[src/rtl/stagger_pwm_pkg.sv]
package stagger_pwm_pkg;

    localparam int PWM_CODE_W = 5;

    typedef enum logic [1:0] {
        LANE_LOW  = 2'd0,
        LANE_HIGH = 2'd1,
        LANE_PWM  = 2'd2
    } lane_mode_e;

    typedef struct packed {
        lane_mode_e             mode;
        logic [PWM_CODE_W-1:0]  duty;
    } lane_set_t;

    function automatic lane_set_t decode_setting(input logic [7:0] word);
        lane_set_t s;
        if (word[7:4] == 4'b0111) begin
            s.mode = LANE_HIGH;
            s.duty = '0;
        end else if (word[PWM_CODE_W-1:0] == '0) begin
            s.mode = LANE_LOW;
            s.duty = '0;
        end else begin
            s.mode = LANE_PWM;
            s.duty = word[PWM_CODE_W-1:0];
        end
        return s;
    endfunction

endpackage

[src/rtl/pwm_step_timer.sv]
module pwm_step_timer #(
    parameter int PRESCALE = 32,
    parameter int CW       = 5
) (
    input  logic          clk,
    input  logic          rst_n,
    input  logic          tick_en,
    input  logic          clr,
    output logic          adv,
    output logic [CW-1:0] nxt
);
    localparam int PW = (PRESCALE > 1) ? $clog2(PRESCALE) : 1;
    localparam logic [PW-1:0] PRE_LAST = PW'(PRESCALE - 1);

    logic [PW-1:0] pre;
    logic [CW-1:0] cnt;
    logic          wrap_pre;

    assign wrap_pre = tick_en && (pre == PRE_LAST);
    assign adv      = clr || wrap_pre;
    assign nxt      = clr ? '0 : cnt + 1'b1;

    always_ff @(posedge clk or negedge rst_n) begin
        if (!rst_n) begin
            pre <= '0;
            cnt <= '0;
        end else if (clr) begin
            pre <= '0;
            cnt <= '0;
        end else if (tick_en) begin
            if (wrap_pre) begin
                pre <= '0;
                cnt <= nxt;
            end else begin
                pre <= pre + 1'b1;
            end
        end
    end

    // without enable or clear, the timing state holds
    a_r2_idle_hold: assert property (@(posedge clk) disable iff (!rst_n)
        (!tick_en && !clr) |=> ($stable(cnt) && $stable(pre)));

    // counter wraps from the last step to zero
    a_r3_period_wrap: assert property (@(posedge clk) disable iff (!rst_n)
        (wrap_pre && !clr && cnt == {CW{1'b1}}) |=> (cnt == '0));

    // an honoured clear leaves both counters at zero
    a_r9_clear_zero: assert property (@(posedge clk) disable iff (!rst_n)
        clr |=> (cnt == '0 && pre == '0));

endmodule

[src/rtl/pwm_lane.sv]
module pwm_lane
    import stagger_pwm_pkg::*;
#(
    parameter int OFFSET = 0
) (
    input  logic                  clk,
    input  logic                  rst_n,
    input  logic                  adv,
    input  logic [PWM_CODE_W-1:0] nxt,
    input  logic [7:0]            cfg,
    output logic                  pwm
);
    localparam logic [PWM_CODE_W-1:0] OFS = PWM_CODE_W'(OFFSET);

    lane_set_t             cur;
    lane_set_t             nxt_set;
    logic [PWM_CODE_W-1:0] ph;
    logic                  entry;

    assign ph    = nxt - OFS;
    assign entry = adv && (ph == '0);

    always_comb begin
        nxt_set = cur;
        if (entry) nxt_set = decode_setting(cfg);
    end

    // state register: mode and duty, reloaded only at period entry
    always_ff @(posedge clk or negedge rst_n) begin
        if (!rst_n) begin
            cur.mode <= LANE_LOW;
            cur.duty <= '0;
        end else begin
            cur <= nxt_set;
        end
    end

    // output register: updated on every step
    always_ff @(posedge clk or negedge rst_n) begin
        if (!rst_n) begin
            pwm <= 1'b0;
        end else if (adv) begin
            unique case (nxt_set.mode)
                LANE_LOW:  pwm <= 1'b0;
                LANE_HIGH: pwm <= 1'b1;
                LANE_PWM:  pwm <= (ph < nxt_set.duty);
            endcase
        end
    end

    // static-low state never shows a high output
    a_r4_low_level: assert property (@(posedge clk) disable iff (!rst_n)
        (cur.mode == LANE_LOW) |-> !pwm);

    // static-high state always shows a high output
    a_r6_high_level: assert property (@(posedge clk) disable iff (!rst_n)
        (cur.mode == LANE_HIGH) |-> pwm);

    // setting changes only at period entry
    a_r8_entry_only: assert property (@(posedge clk) disable iff (!rst_n)
        !entry |=> $stable(cur));

    // output moves only on a step or clear
    a_r11_step_aligned: assert property (@(posedge clk) disable iff (!rst_n)
        !adv |=> $stable(pwm));

endmodule

[src/rtl/stagger_pwm.sv]
module stagger_pwm
    import stagger_pwm_pkg::*;
#(
    parameter int NUM_PORTS    = 9,
    parameter int PRESCALE     = 32,
    parameter int PHASE_GROUPS = 8
) (
    input  logic                   clk,
    input  logic                   rst_n,
    input  logic                   tick_en,
    input  logic                   cnt_clr_req,
    input  logic                   clr_allow,
    input  logic [NUM_PORTS*8-1:0] port_cfg,
    output logic [NUM_PORTS-1:0]   pwm_out
);
    localparam int STEPS      = 1 << PWM_CODE_W;
    localparam int PHASE_STEP = STEPS / PHASE_GROUPS;

    logic                  clr;
    logic                  adv;
    logic [PWM_CODE_W-1:0] nxt;

    assign clr = cnt_clr_req && clr_allow;

    pwm_step_timer #(
        .PRESCALE (PRESCALE),
        .CW       (PWM_CODE_W)
    ) u_timer (
        .clk     (clk),
        .rst_n   (rst_n),
        .tick_en (tick_en),
        .clr     (clr),
        .adv     (adv),
        .nxt     (nxt)
    );

    for (genvar g = 0; g < NUM_PORTS; g++) begin : g_lane
        localparam int OFF = (PHASE_STEP * (g % PHASE_GROUPS)) % STEPS;
        pwm_lane #(
            .OFFSET (OFF)
        ) u_lane (
            .clk   (clk),
            .rst_n (rst_n),
            .adv   (adv),
            .nxt   (nxt),
            .cfg   (port_cfg[g*8 +: 8]),
            .pwm   (pwm_out[g])
        );
    end

    // a clear with the enable low leaves outputs untouched unless a step is due
    a_r9_gated_clear: assert property (@(posedge clk) disable iff (!rst_n)
        (cnt_clr_req && !clr_allow && !tick_en) |=> $stable(pwm_out));

endmodule

[config.mk]
export PLATFORM = sky130hd
export DESIGN_NAME = stagger_pwm
export DESIGN_NICKNAME = d
export VERILOG_FILES = /design/src/rtl/stagger_pwm_pkg.sv /design/src/rtl/pwm_step_timer.sv /design/src/rtl/pwm_lane.sv /design/src/rtl/stagger_pwm.sv
export SDC_FILE = /design/constraint.sdc
export NUM_CORES = 1
export LEC_CHECK = 0
export BUFFER_PORTS_ARGS = -buffer_cell sky130_fd_sc_hd__buf_2
export CAP_MARGIN = 20
export CORE_MARGIN = 4
export CORE_UTILIZATION = 62
export DETAILED_ROUTE_END_ITERATION = 12
export HOLD_SLACK_MARGIN = 0.05
export PLACE_DENSITY = 0.94
export SETUP_SLACK_MARGIN = 0.4
export SYNTH_ARGS = -nofsm -noshare
export SYNTH_HDL_FRONTEND = slang
export SYNTH_SLANG_ARGS = --single-unit
[constraint.sdc]
create_clock -name clk -period 7.53 [get_ports clk]
set_input_delay 0.3765 -clock clk [delete_from_list [all_inputs] [get_ports clk]]
set_output_delay 0.3765 -clock clk [all_outputs]
set_load 0.01 [all_outputs]
==> out/metrics.csv <==
metric,value,unit
Port Buffers,85,
TritonCTS clock tree,yes,
Synth top cells by count,"nand2_1 (108), dfrtp_1 (82), ha_1 (63), o21ai_0 (62), o21a_1 (42)",
syn nets,746,
post-synth cell types,52,
critical path's top delay family,compound AO/OA/AOI/OAI gates,
final wirelength,13.7,mm
"Cell Count, Final, Fillers Out",794,
yosys warns,0,
Hold Crit Class,in2reg,
post-synthesis sequential area ratio,36.7,%
Worst-path clk slew,0.09,ns
"Setup violations, final",0,
setup tns final,0,ns
post-route cell area,0.00632,sq mm
first-pass GRT wire length,22.6,mm
top-count cell post-synth,nand2_1,
post-layout net count,821,
leading area contributor after synthesis,dfrtp_1,
initial antenna violation count,0,
VDD IR max,0.0945,mV
CTS Buffer Depth,2,
syn_area_per_cell,9.23,sq um
Antenna Violating Nets Remaining,0,
CP required,7.80,ns
crit path max fanout,21,
layout cells sized above 1,20.0,%
TritonRoute pass-1 iters,5,
placed cell area,0.00604,sq mm
number of max-cap violations,0,
Clock Power Share,32.9,%
slew at the pin with the worst max-slew slack,1.04,ns
Power per Cell Area,178,mW/mm^2
CP Capture Type,register,
core area,0.00876,sq mm
drt drc,0,
RSZ-0062 raised after global routing,no,
via count,4948,
crit share post-route,52.6,%
cell count after placement,775,
worst hold endpoint,g_lane[8].u_lane.cur[1]$_DFF_PN0_,
vias in the first global route,5110,
Final Max Tran Viols,0,
Slew HR,30.8,%
Starting Density,63.8,%
crit path DAT,4.23,ns
Lkg Pwr,3.11,nW
R2R Setup Slk,3.57,ns
placed wire-length estimate,9.66,mm
Filler cells,598,
"Core Util, Final",72.1,%
area grow syn2layout,12.9,%
worst flop-to-flop path startpoint,u_timer.cnt[0]$_DFFE_PN0P_,
Sw Pwr,0.325,mW
Post-Synthesis Cell Area,0.00560,sq mm
Die ar.,0.0106,sq mm
ys async rst share,100,%
startpoint types,register,
Avg WL per Cell,17.3,um
die width,103,um
outcome,"complete, no violations",
dpl ws,3.64,ns
Sw Share,29.0,%
DR iter-0 viols,356,
Post-Synthesis Cells,606,
clk sink count,82,
fin worst setup slack,3.57,ns
GRT overflow,0,
FF/Latch Area,0.00205,sq mm
# rows,34,
Post-CTS Setup Inserts,0,
Avg Vias per Cell,6.23,
Yosys reg bits,82,
WP buf/inv,2,
CTS Hold Bufs,0,
# resized after CTS,0,
predominant post-synthesis flop cell,dfrtp_1,
endpoints failing hold,0,
start point of the worst hold path,port_cfg[65],
routability congestion estimate,0.857,
DIE HEIGHT,103,um
clk_lat worst skew,0.36,ns
footprint of the multi-input gates,0.00325,sq mm
Global Route Usage Sum,26.8,%
Post-synth EDFFs,0,
n_diodes,0,
crit path cell chain,"nand3_1, mux2i_2, inv_1, ha_1, nand2b_1, a21oi_1, mux2i_1, buf_4, o21a_1, ha_1, a21oi_1, nor2_1, a2111oi_0, o21ai_0, a32oi_1",
FF-to-FF End,g_lane[7].u_lane.pwm$_DFFE_PN0N_,
WHS Path Cells,3,
largest cells by area after synthesis,"dfrtp_1 (37%), ha_1 (14%), nand2_1 (7.2%)",
Synth top area share,36.7,%
largest net degree at the start of global routing,83,
total CTS buffers,9,
Final min period,3.96,ns
Logic pwr share,21.7,%
Flop pwr share,45.4,%
Setup Crit Path Kind,reg2reg,
# IOs,86,
Int Power,0.799,mW
clk root buf,clkbuf_8,
Reg2Reg Depth,15,
# H-tree levels,3,
"Slowest-stage cell, CP",mux2i_2,
CP peak stage delay,0.58,ns
Setup Skew,0.0148,ns
fmax,252,MHz
## layout by cell type (no fill, tap or decap), drive strengths merged, types with 4 or more instances in the layout
cell type,count
nand2,108
inv,35
dfrtp,82
a21boi,4
o21a,42
a221oi,7
a21oi,19
o31ai,4
clkbuf,12
ha,63
nor3b,6
nor2,20
o21ai,63
or4,8
mux2,17
or2,4
a2111oi,4
nand3,11
nand4b,10
mux2i,20
nand4,6
and3,4
a32oi,4
buf,92
a21o,5
## cell type report
type | instances | share of cell area, %
sequential | 82 | 32.5
clock inverter | 4 | 1.17
timing repair buffer | 93 | 8.20
tap | 108 | 2.14
multi-input combinational | 460 | 51.5
clock buffer | 12 | 2.45
inverter | 35 | 2.08
## power by group through the flow
stage	Clock, mW	Sequential (mW)	Combinational [mW]
final	0.370	0.510	0.244
after global routing	0.390	0.515	0.273
after CTS	0.372	0.509	0.237
after detailed placement	0	0.516	0.231
after global placement	0	0.511	0.212
after floorplan	0	0.508	0.161
## per-layer routing
layer  up-vias  wire length (um)  share of wire [%]  track usage (%)
li1       2309                 -                  -                -
met1      2385              5570                 41             32.0
met2       200              6960                 51             47.4
met3        54               750                5.5             4.26
met4         0               445                3.2             12.1
met5         -                 0                  0                0
## sequential cells by signal, summed over array words and instances (netlist names)
signal,count
g_lane.u_lane.pwm,9
g_lane.u_lane.cur,63
u_timer.cnt,5
u_timer.pre,5
## stage by stage
step / power [mW] / hold WS [ns]
after floorplan: 0.669 / 0.0809
after global placement: 0.724 / 0.452
after detailed placement: 0.747 / 0.456
final: 1.12 / 0.292
after CTS: 1.12 / 0.231
after global routing: 1.18 / 0.317
## worst max path at each step
stage / from / slack [ns] / to / depth (start not counted)
floorplan: u_timer.cnt[0]$_DFFE_PN0P_ / 4.16 / g_lane[3].u_lane.pwm$_DFFE_PN0N_ / 15
global placement: cnt_clr_req / 3.87 / g_lane[7].u_lane.pwm$_DFFE_PN0N_ / 16
detailed placement: cnt_clr_req / 3.64 / g_lane[8].u_lane.pwm$_DFFE_PN0N_ / 13
CTS: u_timer.pre[0]$_DFFE_PN0N_ / 3.55 / g_lane[8].u_lane.pwm$_DFFE_PN0N_ / 14
global route: u_timer.cnt[0]$_DFFE_PN0P_ / 3.33 / g_lane[1].u_lane.pwm$_DFFE_PN0N_ / 16
finish: u_timer.cnt[0]$_DFFE_PN0P_ / 3.57 / g_lane[7].u_lane.pwm$_DFFE_PN0N_ / 15
## kinds of logic after synthesis
family | count (synthesis) | synth area share [%]
DFF | 82 | 36.7
adders and majority gates | 63 | 14.1
and+or+nand+nor | 191 | 16.5
buffers and inverters | 64 | 5.25
AOI/OAI and AO/OA | 163 | 18.6
xor gates and xnor gates | 6 | 1.27
muxes | 37 | 7.63
## worst register-to-register path, delay by kind of cell (launching register included)
kind,cells,cell delay (ns)
and+or+nand+nor,3,0.36
buffers and inverters,2,0.52
DFF,1,0.44
adders and majority gates,2,0.61
muxes,2,0.69
AOI/OAI and AO/OA,6,1.28
(Power assumes the default switching activity.)
